File: src/rtl/dqrr_pkg.sv
package dqrr_pkg;

    localparam int HOP_W     = 3;
    localparam int HOP_COUNT = 5;

    typedef enum logic [HOP_W-1:0] {
        HOP_NORTH = 3'd0,
        HOP_EAST  = 3'd1,
        HOP_SOUTH = 3'd2,
        HOP_WEST  = 3'd3,
        HOP_LOCAL = 3'd4
    } hop_e;

endpackage

File: src/rtl/dqrr_fifo.sv
module dqrr_fifo #(
    parameter int DEPTH = 4,
    parameter int W     = 32,
    localparam int AW   = (DEPTH > 1) ? $clog2(DEPTH) : 1,
    localparam int CW   = $clog2(DEPTH + 1)
) (
    input  logic          clk,
    input  logic          rst,
    input  logic          push_en,
    input  logic [W-1:0]  push_data,
    input  logic          pop_en,
    output logic [W-1:0]  head,
    output logic          empty,
    output logic          full,
    output logic [CW-1:0] level
);

    typedef struct packed {
        logic [AW-1:0] wr;
        logic [AW-1:0] rd;
        logic [CW-1:0] cnt;
    } fifo_st_t;

    fifo_st_t st_d, st_q;
    logic [W-1:0] mem_q [DEPTH];

    always_comb begin
        st_d = st_q;
        if (push_en) begin
            st_d.wr = (st_q.wr == AW'(DEPTH - 1)) ? '0 : st_q.wr + 1'b1;
        end
        if (pop_en) begin
            st_d.rd = (st_q.rd == AW'(DEPTH - 1)) ? '0 : st_q.rd + 1'b1;
        end
        case ({push_en, pop_en})
            2'b10:   st_d.cnt = st_q.cnt + 1'b1;
            2'b01:   st_d.cnt = st_q.cnt - 1'b1;
            default: st_d.cnt = st_q.cnt;
        endcase
    end

    always_ff @(posedge clk) begin
        if (rst) begin
            st_q <= '0;
        end else begin
            st_q <= st_d;
        end
    end

    always_ff @(posedge clk) begin
        if (push_en) begin
            mem_q[st_q.wr] <= push_data;
        end
    end

    assign head  = mem_q[st_q.rd];
    assign empty = (st_q.cnt == '0);
    assign full  = (st_q.cnt == CW'(DEPTH));
    assign level = st_q.cnt;

endmodule

File: src/rtl/dqrr_qualify.sv
module dqrr_qualify
    import dqrr_pkg::*;
#(
    parameter int N       = 4,
    parameter int W       = 32,
    parameter int HOP_LSB = 0
) (
    input  logic [N*W-1:0]       head_flat,
    input  logic [N-1:0]         empty,
    input  logic [HOP_COUNT-1:0] dn_ready,
    output logic [N-1:0]         elig
);

    localparam int PAD_W = 1 << HOP_W;

    logic [PAD_W-1:0] rdy_pad;
    assign rdy_pad = PAD_W'(dn_ready);

    for (genvar g = 0; g < N; g++) begin : g_cand
        logic [HOP_W-1:0] hop;
        assign hop     = head_flat[g*W + HOP_LSB +: HOP_W];
        assign elig[g] = !empty[g] && rdy_pad[hop];
    end

endmodule

File: src/rtl/dqrr_rr_pick.sv
module dqrr_rr_pick #(
    parameter int N   = 4,
    localparam int PW = (N > 1) ? $clog2(N) : 1
) (
    input  logic          clk,
    input  logic          rst,
    input  logic [N-1:0]  elig,
    output logic          grant_valid,
    output logic [PW-1:0] grant_idx,
    output logic [PW-1:0] ptr
);

    typedef struct packed {
        logic [PW-1:0] ptr;
    } rr_st_t;

    rr_st_t st_d, st_q;

    always_comb begin
        st_d        = st_q;
        grant_valid = 1'b0;
        grant_idx   = '0;
        for (int k = 0; k < N; k++) begin
            int c;
            c = int'(st_q.ptr) + k;
            if (c >= N) begin
                c = c - N;
            end
            if (!grant_valid && elig[c]) begin
                grant_valid = 1'b1;
                grant_idx   = PW'(c);
            end
        end
        if (grant_valid) begin
            st_d.ptr = (grant_idx == PW'(N - 1)) ? '0 : grant_idx + 1'b1;
        end
    end

    always_ff @(posedge clk) begin
        if (rst) begin
            st_q <= '0;
        end else begin
            st_q <= st_d;
        end
    end

    assign ptr = st_q.ptr;

endmodule

File: src/rtl/dqrr_arb.sv
module dqrr_arb
    import dqrr_pkg::*;
#(
    parameter int NUM_CLIENTS = 4,
    parameter int FIFO_DEPTH  = 4,
    parameter int REQ_W       = 32,
    parameter int HOP_LSB     = 0
) (
    input  logic                         clk,
    input  logic                         rst,
    input  logic [NUM_CLIENTS-1:0]       push_valid,
    input  logic [NUM_CLIENTS*REQ_W-1:0] push_req,
    output logic [NUM_CLIENTS-1:0]       push_ready,
    input  logic [HOP_COUNT-1:0]         dn_ready,
    output logic [REQ_W-1:0]             winner_req,
    output logic                         winner_req_valid
);

    localparam int PTR_W = (NUM_CLIENTS > 1) ? $clog2(NUM_CLIENTS) : 1;
    localparam int LVL_W = $clog2(FIFO_DEPTH + 1);

    logic [NUM_CLIENTS*REQ_W-1:0] head_flat;
    logic [NUM_CLIENTS*LVL_W-1:0] fifo_lvl;
    logic [NUM_CLIENTS-1:0]       empty, full, elig, pop, push_en;
    logic [PTR_W-1:0]             grant_idx, rr_ptr;
    logic                         grant_valid;

    for (genvar g = 0; g < NUM_CLIENTS; g++) begin : g_client
        assign pop[g]        = grant_valid && (grant_idx == PTR_W'(g));
        assign push_ready[g] = !full[g] || pop[g];
        assign push_en[g]    = push_valid[g] && push_ready[g];

        dqrr_fifo #(
            .DEPTH (FIFO_DEPTH),
            .W     (REQ_W)
        ) fifo_i (
            .clk       (clk),
            .rst       (rst),
            .push_en   (push_en[g]),
            .push_data (push_req[g*REQ_W +: REQ_W]),
            .pop_en    (pop[g]),
            .head      (head_flat[g*REQ_W +: REQ_W]),
            .empty     (empty[g]),
            .full      (full[g]),
            .level     (fifo_lvl[g*LVL_W +: LVL_W])
        );
    end

    dqrr_qualify #(
        .N       (NUM_CLIENTS),
        .W       (REQ_W),
        .HOP_LSB (HOP_LSB)
    ) qual_i (
        .head_flat (head_flat),
        .empty     (empty),
        .dn_ready  (dn_ready),
        .elig      (elig)
    );

    dqrr_rr_pick #(
        .N (NUM_CLIENTS)
    ) pick_i (
        .clk         (clk),
        .rst         (rst),
        .elig        (elig),
        .grant_valid (grant_valid),
        .grant_idx   (grant_idx),
        .ptr         (rr_ptr)
    );

    assign winner_req_valid = grant_valid;
    assign winner_req       = head_flat[int'(grant_idx)*REQ_W +: REQ_W];

endmodule

File: config.mk
export PLATFORM = sky130hd
export DESIGN_NAME = dqrr_arb
export DESIGN_NICKNAME = d
export VERILOG_FILES = /design/src/rtl/dqrr_pkg.sv /design/src/rtl/dqrr_fifo.sv /design/src/rtl/dqrr_qualify.sv /design/src/rtl/dqrr_rr_pick.sv /design/src/rtl/dqrr_arb.sv
export SDC_FILE = /design/constraint.sdc
export NUM_CORES = 1
export LEC_CHECK = 0
export ABC_AREA = 0
export BUFFER_PORTS_ARGS = -buffer_cell sky130_fd_sc_hd__buf_2
export CAP_MARGIN = 20
export CORE_AREA = 3 3 204 206
export DETAILED_ROUTE_END_ITERATION = 6
export DIE_AREA = 0 0 207 209
export GPL_TIMING_DRIVEN = 1
export MAX_ROUTING_LAYER = met4
export PLACE_DENSITY = 0.79
export REMOVE_ABC_BUFFERS = 1
export SLEW_MARGIN = 15
export SYNTH_ARGS = -nofsm -noshare
export SYNTH_HDL_FRONTEND = slang
export SYNTH_SLANG_ARGS = --single-unit
File: constraint.sdc
create_clock -name clk -period 5.1 [get_ports clk]
set_input_delay 0.51 -clock clk [delete_from_list [all_inputs] [get_ports clk]]
set_output_delay 0.51 -clock clk [all_outputs]
set_load 0.02 [all_outputs]
==> flow_summary.yaml <==
yosys:
  synthMuxAreaShare_pct: 18.6
  synth_ff_type: "edfxtp_1"
  ys_top_cells_by_area: "edfxtp_1 70%, mux4_2 13%, mux2i_1 5.3%, dfxtp_1 3.5%, ha_1 1.6%"
  synth_top_family_by_area: "multiplexers"
  synth_cell_types: 41
  yosysSeqAreaShare_pct: 73.6
  synth_edf_count: 512
  synth-simple-area-share_pct: 2.02
  synth_top_area_cell: "edfxtp_1"
  yosysWarnings: 0
  synthAdderAreaFrac_pct: 1.96
  async_reset_ff_share_pct: 0
  syn_area_um2: 21900
  syn_inst: 1032
  avgSynthCellArea_um2: 21.2
  ys_ff_latch: 550
  synth_xor_area_share_pct: 0.320
  synth-compound-area-share_pct: 1.74
  synth_top_area_share_pct: 70.2
floorplan:
  chipWidth_um: 207
  placementRows: 73
  start_util_pct: 55.0
  pin_count: 176
  core_um2: 39800
  die_h_um: 209
  dieArea_um2: 43300
cts:
  clock-sinks: 550
  clk_latency_ps: 600
  cts_htree_levels: 2
  cts_hold_repair.buffers: 0
  post_cts.repair.setup_buffers: 0
  cts_resized: 0
  numCtsBuffers: 54
  clockBufferDepth: 3
  root_buffer: "clkbuf_16"
  clk_pin_slew_ps: 60
  cts_tree: "built"
timing:
  post-route-period-util_pct: 92.2
  worst_slew_pin_slew_ps: 753
  fmax_mhz: 213
  hold_viol: 0
  max_slew_margin_pct: 49.8
  setup_viol: 0
  rsz0062_at_grt: "no"
  maxSlewViolCount: 0
  finClkSkew_ps: 25.3
  min_period_ps: 4700
  holdWs_ps: 121
detailed_routing:
  drt_pass1_iterations: 5
  vias: 10800
  wl_per_cell_um: 25.8
  drc: 0
  vias_per_cell: 5.86
  finalWirelength_um: 47300
  drt_iter0_markers: 1023
  ant_nets: 0
worst_setup_path:
  critical_path.cell_chain: "mux4_2 -> mux2i_1 -> nor3_1 -> o31ai_4 -> and2_1 -> a211oi_4 -> buf_12 -> mux2i_1 -> mux2i_1 -> buf_2"
  r2r_cells: 18
  cp-start-kind: "flop"
  cp-end-kind: "output port"
  crit_path_max_fanout: 49
  slowest_stage: "mux4_2"
  crit_type: "flop to output port"
  r2r_setup_slack_ps: 670
  cpPeakStageDelay_ps: 580
  r2r-end: "g_client[1].fifo_i.level[2]"
  crit_arrival_ps: 4190
  crit_path_end: "winner_req[21]"
  required_ps: 4590
  crit_top_cell: "mux2i_1"
status:
  outcome: "finished, final reports clean"
global_routing:
  grt_pass1_wl_um: 71100
  grt_usage_pct: 22.7
  antenna_found_initial: 14
  grt-ovfl-total: 0
  grt_pass1_vias: 11100
  grt_max_degree: 50
job:
  maxCapViolCount: 0
layout:
  area_growth_pct: 15.3
  stdcell_area_um2: 25300
  final_util_pct: 63.4
  drive_above_1_share_pct: 34.0
  final_nets: 1420
place:
  place.gp.congestion: 0.827
  portBuffers: 175
  dpl.hpwl_um: 29800
  place_area_um2: 23500
worst_hold_path:
  hp-class: "input pin to flop"
  holdPathStages: 1
power_and_ir_drop:
  total_leakage_power_uw: 0.00833
  ir_drop_mv: 0.547
  p_per_area_nw_per_um2: 494
==> Yosys cell counts, types with 3 or more instances <==
library cell / number
nor3_1: 5
a21oi_1: 10
or3_1: 5
buf_2: 6
nor2_1: 30
o31ai_1: 4
or2_2: 4
and4bb_2: 3
buf_6: 6
nand2_1: 5
clkbuf_1: 25
inv_1: 32
o21ai_0: 5
xor2_1: 8
o21a_2: 4
ha_1: 28
dfxtp_1: 38
nand3_1: 5
fa_1: 4
a41oi_2: 4
edfxtp_1: 512
nand2b_1: 3
mux2i_1: 117
mux4_2: 128
and2_1: 18
buf_8: 3
==> through the flow <==
stage / std cells / worst slack [ps] / TNS [ps] / total power, uW
CTS: 1818 / 319 / 0 / 12600
finish: 1834 / 398 / 0 / 12500
global route: 1832 / 229 / 0 / 13000
global placement: 1718 / 851 / 0 / 8670
detailed placement: 1718 / 683 / 0 / 8740
floorplan: 989 / -3970 / -2136510 / 7690
==> layout make-up <==
cell class,instances,area [um^2]
antenna,16,40.0
clock buffer,67,1400
multi-input combinational,407,5400
sequential,550,16100
inverter,32,120
timing repair buffer,204,1180
fill,2748,14600
tap,525,657
clock inverter,33,322
==> cell usage in the layout (no fill, tap or decap), types with 3 or more instances in the layout <==
cell type / synthesis / layout
a21oi_1: 10 / 10
a41oi_2: 4 / 4
and2_1: 18 / 18
and4bb_2: 3 / 3
buf_12: 1 / 7
buf_2: 6 / 175
buf_4: 0 / 22
bufinv_16: 0 / 5
clkbuf_1: 25 / 13
clkbuf_16: 0 / 54
clkinv_1: 0 / 9
clkinv_2: 0 / 12
dfxtp_1: 38 / 34
dfxtp_2: 0 / 4
diode_2: 0 / 16
edfxtp_1: 512 / 512
fa_1: 4 / 4
ha_1: 28 / 28
inv_1: 32 / 32
mux2i_1: 117 / 117
mux4_2: 128 / 128
nand2_1: 5 / 5
nand2b_1: 3 / 3
nand3_1: 5 / 5
nor2_1: 30 / 30
nor3_1: 5 / 5
o21a_2: 4 / 4
o21ai_0: 5 / 5
o31ai_1: 4 / 4
or2_2: 4 / 4
or3_1: 5 / 5
xor2_1: 8 / 8
==> metal layers <==
metal	share of wire [%]	vias up	track usage, %
li1	-	4686	-
met1	40	5609	29.9
met2	50	385	35.6
met3	7.6	75	5.28
met4	2.8	0	7.65
met5	0	-	-
==> worst min path at each step <==
| stage | end | slack (ps) | from |
|---|---|---|---|
| 2_1_floorplan | g_client[3].fifo_i.level[2] | 460 | g_client[3].fifo_i.level[2] |
| 3_3_place_gp | g_client[3].fifo_i.level[2] | 480 | g_client[3].fifo_i.level[2] |
| 3_5_place_dp | g_client[3].fifo_i.level[2] | 510 | g_client[3].fifo_i.level[2] |
| 4_1_cts | g_client[1].fifo_i.mem_q[1][18] | 80 | push_req[50] |
| 5_1_grt | g_client[1].fifo_i.mem_q[1][18] | 100 | push_req[50] |
| 6_report | g_client[2].fifo_i.mem_q[0][9] | 120 | push_req[73] |
==> registers in the layout, summed over array words and instances (netlist names), named ones only <==
signal                 count
g_client.fifo_i.level     12
g_client.fifo_i.st_q      16
g_client.fifo_i.mem_q    512
pick_i.ptr                 2
==> worst max-delay path, delay by kind of cell (launching register included) <==
family                 cells  cell delay [ps]
AO/OA/AOI/OAI              2              560
AND/OR/NAND/NOR            2              550
flip-flops                 1              380
buffers and inverters      2              570
multiplexers               4             1470
==> cells by family after synthesis <==
logic type,count (synthesis)
compound gates,39
xor+xnor,8
fa+ha+maj,32
buf+inv,75
flops,550
mux,246
simple gates,82
==> report_power, final <==
part	internal (uW)	switching, uW
sequential	5330	152
combinational	1250	1900
clock	2210	1650
total	8790	3700
Note: power is estimated with default switching activity, not from simulation.
